**config.mk**
```make
export PLATFORM = sky130hd
export DESIGN_NAME = notify_gate
export DESIGN_NICKNAME = d
export VERILOG_FILES = /design/src/rtl/notify_gate.sv
export SDC_FILE = /design/constraint.sdc
export NUM_CORES = 1
export LEC_CHECK = 0
export CAP_MARGIN = 20
export CELL_PAD_IN_SITES_DETAIL_PLACEMENT = 0
export CELL_PAD_IN_SITES_GLOBAL_PLACEMENT = 1
export CORE_MARGIN = 1
export CORE_UTILIZATION = 38
export CTS_CLUSTER_DIAMETER = 60
export DETAILED_ROUTE_END_ITERATION = 10
export PLACE_DENSITY_LB_ADDON = 0.12
export SYNTH_ARGS = -nofsm -noshare
export SYNTH_HDL_FRONTEND = slang
export SYNTH_SLANG_ARGS = --single-unit
```
**constraint.sdc**
```tcl
create_clock -name clk -period 5.67 [get_ports clk]
set_clock_uncertainty 0.15 [all_clocks]
set_input_delay 1.701 -clock clk [delete_from_list [all_inputs] [get_ports clk]]
set_output_delay 1.701 -clock clk [all_outputs]
set_load 0.005 [all_outputs]
```
**src/rtl/notify_gate.sv**
```systemverilog
module notify_gate #(
  parameter int TW         = 32,
  parameter int DEF_THRESH = 12500
) (
  input  logic          clk,
  input  logic          rst_n,
  input  logic [TW-1:0] now,
  input  logic          stamp_we,
  input  logic          running,
  input  logic          post,
  input  logic          thr_we,
  input  logic [TW-1:0] thr_wdata,
  output logic          notify,
  output logic          sched_req
);

  localparam logic [TW-1:0] THR_RST = TW'(DEF_THRESH);

  logic [TW-1:0] stamp_q;
  logic          stamp_vld;
  logic [TW-1:0] thr_q;

  logic [TW-1:0] stamp_eff;
  logic          have_stamp;
  logic [TW-1:0] elapsed;
  logic          stale;
  logic          want_notify;
  logic          want_sched;

  assign stamp_eff   = stamp_we ? now : stamp_q;
  assign have_stamp  = stamp_we | stamp_vld;
  assign elapsed     = now - stamp_eff;
  assign stale       = !have_stamp || (thr_q == '0) || (elapsed > thr_q);
  assign want_sched  = post && !running;
  assign want_notify = post && running && stale;

  always_ff @(posedge clk) begin
    if (!rst_n) begin
      stamp_q   <= '0;
      stamp_vld <= 1'b0;
    end else if (stamp_we) begin
      stamp_q   <= now;
      stamp_vld <= 1'b1;
    end
  end

  always_ff @(posedge clk) begin
    if (!rst_n)      thr_q <= THR_RST;
    else if (thr_we) thr_q <= thr_wdata;
  end

  always_ff @(posedge clk) begin
    if (!rst_n) begin
      notify    <= 1'b0;
      sched_req <= 1'b0;
    end else begin
      notify    <= want_notify;
      sched_req <= want_sched;
    end
  end

  AST_EXCLUSIVE: assert property (@(posedge clk) disable iff (!rst_n)
    !(notify && sched_req));
  AST_NOTIFY_CAUSE: assert property (@(posedge clk) disable iff (!rst_n)
    notify |-> $past(post && running));
  AST_SCHED_CAUSE: assert property (@(posedge clk) disable iff (!rst_n)
    sched_req |-> $past(post && !running));
  AST_ZERO_THR: assert property (@(posedge clk) disable iff (!rst_n)
    (post && running && thr_q == '0) |=> notify);
  AST_NO_STAMP: assert property (@(posedge clk) disable iff (!rst_n)
    (post && running && !stamp_vld && !stamp_we) |=> notify);
  AST_QUIET: assert property (@(posedge clk) disable iff (!rst_n)
    !post |=> (!notify && !sched_req));

endmodule

```
==> flow_summary.yaml <==
status:
  status: "complete, no violations"
global_route:
  antenna_found_initial: 0
  grtUsageTotal_pct: 19.11
  grt_pass1_wl_um: 19930
  grt_pass1_vias: 4247
  grt_max_degree: 68
  grt_overflow: 0
layout:
  regArea_um2: 1341
  final_cells: 862
  fillers: 1286
  design_area_um2: 6571
  area_delta_synth_final_pct: 31.40
  antennaDiodeCount: 0
  fin_nets: 820
  drive_gt1_share_pct: 12.75
  multi_input_area_um2: 3495
clock_tree:
  clkSinkCount: 67
  root_buffer: "clkbuf_16"
  clkTransAtPathRegs_ns: 0.06
  numCtsBuffers: 9
  clk_latency_ns: 0.35
  cts_hold_buf: 0
  tritoncts: "done"
  cts_max_level: 3
  cts_buffer_depth: 2
drt:
  vias: 4281
  top_layer: "met4"
  vias_per_cell: 4.966
  dr.first_iter.drc_count: 174
  met3_length_um: 472
  drt_pass1_iterations: 4
  wl_met1_um: 6175
  wl_per_cell_um: 14.11
  wl_met2_um: 5398
  routed_wl_um: 12170
  ant_nets: 0
  route.detailed.drc: 0
synth:
  synth_fp_nets: 711
  synth_top_family_by_area: "simple AND/OR/NAND/NOR gates"
  syn_inst: 576
  synth_edf_count: 0
  async_flop_share_pct: 0
  syn-cell-area_um2: 5001
  synth-compound-area-share_pct: 17.36
  synth-adder-area-share_pct: 16.41
  synthMuxAreaShare_pct: 11.83
  synth_seq_cells: 67
  synthSimpleGateAreaFrac_pct: 18.31
  yosys_warnings: 0
  ys.flop_type: "dfxtp_1"
  ys_types: 52
  yosys.area_share.xor_xnor_pct: 4.904
  synth_area_per_cell_um2: 8.682
  yosysSeqAreaShare_pct: 26.82
worst_setup_path:
  cp_cell_sequence: "clkdlybuf4s50_1 > mux2i_1 > fa_2 > a211oi_2 > nor2_2 > o41ai_2 > buf_4 > o21bai_4 > a2111o_1 > buf_4 > xor2_1 > ha_1 > a21o_1 > a21o_1 > a21oi_2 > o21ai_1 > a21oi_2 > o21a_1 > nor3_2"
  arrival_ns: 5.51
  r2r_end: "notify"
  worst_setup_path_start_kind: "input pin"
  crit_end: "notify"
  crit_path_top_delay_cell: "clkdlybuf4s50_1"
  critPathKind: "in -> reg"
  cpPeakStageDelay_ns: 0.48
  r2r_cells: 20
  crit_path_end_kind: "flip-flop"
  worstPathMaxFanout: 3
  reg2reg_slack_ns: 1.57
  startpoint: "now[1]"
  cp_data_required_time_ns: 5.76
  r2r-start: "stamp_q[0]"
placement:
  placed_cells: 845
  dpl-instance-area_um2: 6191
  io_buffers: 71
  place_congestion: 0.8286
  dp.final_hpwl_um: 9658
floorplanning:
  die_area_um2: 13620
  die_h_um: 116.7
  core-area_um2: 12720
  ioPinCount: 72
  die_w_um: 116.7
  start_util_pct: 39.31
  rows: 41
sta:
  fin_crit_ns: 5.429
  hold_ws_ns: 0.3182
  tightest_slew_ns: 1.070
  final-max-slew-violation-count: 0
  fmax_mhz: 184.2
  max-slew-margin-rel_pct: 28.65
  hold_violations: 0
  rsz0062_at_grt: "false"
  setup_viol: 0
  fin_crit_sh_pct: 95.74
job:
  cap_violations: 0
power_and_ir_drop:
  p_per_area_nw_per_um2: 268.0
  peakVddDrop_uv: 270.1
  p_leak_nw: 2.917
hold_path:
  hold_path_class: "reg -> reg"
==> worst max-delay path: cells and delay by family <==
kind	cells	cell delay [ns]
AND/OR/NAND/NOR	2	0.11
adder cells (fa/ha/maj)	2	0.59
AO/OA/AOI/OAI	10	2.01
multiplexers	1	0.15
XOR/XNOR	1	0.14
buffers and inverters	3	0.82
==> synthesized netlist by cell type (14+ instances only) <==
| cell type | count | area share [%] |
|---|---|---|
| clkbuf_1 | 14 | 1.1 |
| nor2_1 | 25 | 1.9 |
| a21o_1 | 22 | 3.3 |
| a21oi_1 | 38 | 3.8 |
| nand2_1 | 35 | 2.6 |
| nor2b_1 | 61 | 7.6 |
| xnor2_1 | 16 | 2.8 |
| inv_1 | 37 | 2.8 |
| mux2i_1 | 58 | 12 |
| o21ai_0 | 23 | 2.3 |
| dfxtp_1 | 67 | 27 |
| ha_1 | 64 | 16 |
==> cell families (layout without fill, tap and decap cells) <==
logic type                 after synthesis  after routing
and+or+nand+nor                        171            171
muxes                                   59             59
adders and majority gates               65             65
DFF                                     67             67
xor gates and xnor gates                28             28
AOI/OAI and AO/OA                      129            129
buffers and inverters                   57            171
==> cell type report <==
| cell class | instances | share of cell area [%] |
|---|---|---|
| tap | 172 | 3.275 |
| timing repair buffer | 118 | 16.18 |
| clock inverter | 7 | 1.409 |
| multi-input combinational | 452 | 53.18 |
| sequential | 67 | 20.41 |
| inverter | 37 | 2.113 |
| clock buffer | 9 | 3.427 |
==> power by group <==
part           internal (mW)  switching [mW]
Clock                  0.383           0.220
Combinational          0.327           0.316
Sequential             0.500          0.0156
==> cells in the final DEF (no fill, tap or decap), types with 3 or more instances in the layout <==
cell type and count:
mux2i_1 58, xnor2_1 16, o211ai_1 7, nor2b_1 61, nand4_1 11, o21a_1 8, clkbuf_16 9, o21bai_1 5
clkinvlp_4 3, inv_1 37, o21ai_1 3, buf_4 46, xor2_1 12, a21oi_1 36, ha_1 63, nand2_1 35
o21ai_0 21, clkdlybuf4s50_1 67, nor3_1 5, nor2_1 25, buf_2 3, a211oi_1 4, nor4_1 8, nand2b_1 7
a21o_1 22, dfxtp_1 67, nand3_1 6
==> worst min-delay path by stage <==
stage	startpoint	end	slack [ns]	cells after the start
after floorplan	stamp_vld	stamp_vld	0.29	1
after global placement	stamp_vld	stamp_vld	0.30	1
after detailed placement	stamp_vld	stamp_vld	0.31	1
after CTS	stamp_vld	stamp_vld	0.32	1
after global routing	stamp_vld	stamp_vld	0.33	1
final	stamp_vld	stamp_vld	0.32	1
==> flip-flops by register name, summed over array words and instances, names as in the netlist <==
| name | cells |
|---|---|
| stamp_vld | 1 |
| notify | 1 |
| sched_req | 1 |
| thr_q | 32 |
| stamp_q | 32 |
==> layer usage <==
layer / GRT usage [%] / vias to the layer above
li1: - / 2256
met1: 24.95 / 1951
met2: 30.97 / 64
met3: 5.397 / 10
met4: 4.810 / 0
met5: 0 / -
==> repair_timing <==
item / 4_1_cts / 5_1_grt
buffers inserted: 0 / 1
setup endpoints to repair: 0 / 1
resized for setup: 0 / 15
==> stage by stage <==
step	util (%)	TNS [ns]	power, mW	worst slack (ns)
floorplan	-	0	0.9416	0.07607
global placement	48.66	-0.2146	1.142	-0.2146
detailed placement	48.66	-0.2266	1.150	-0.2266
CTS	51.16	0	1.765	0.1107
global route	51.65	0	1.880	0.009212
finish	51.65	0	1.761	0.2415
(Power assumes the default switching activity.)
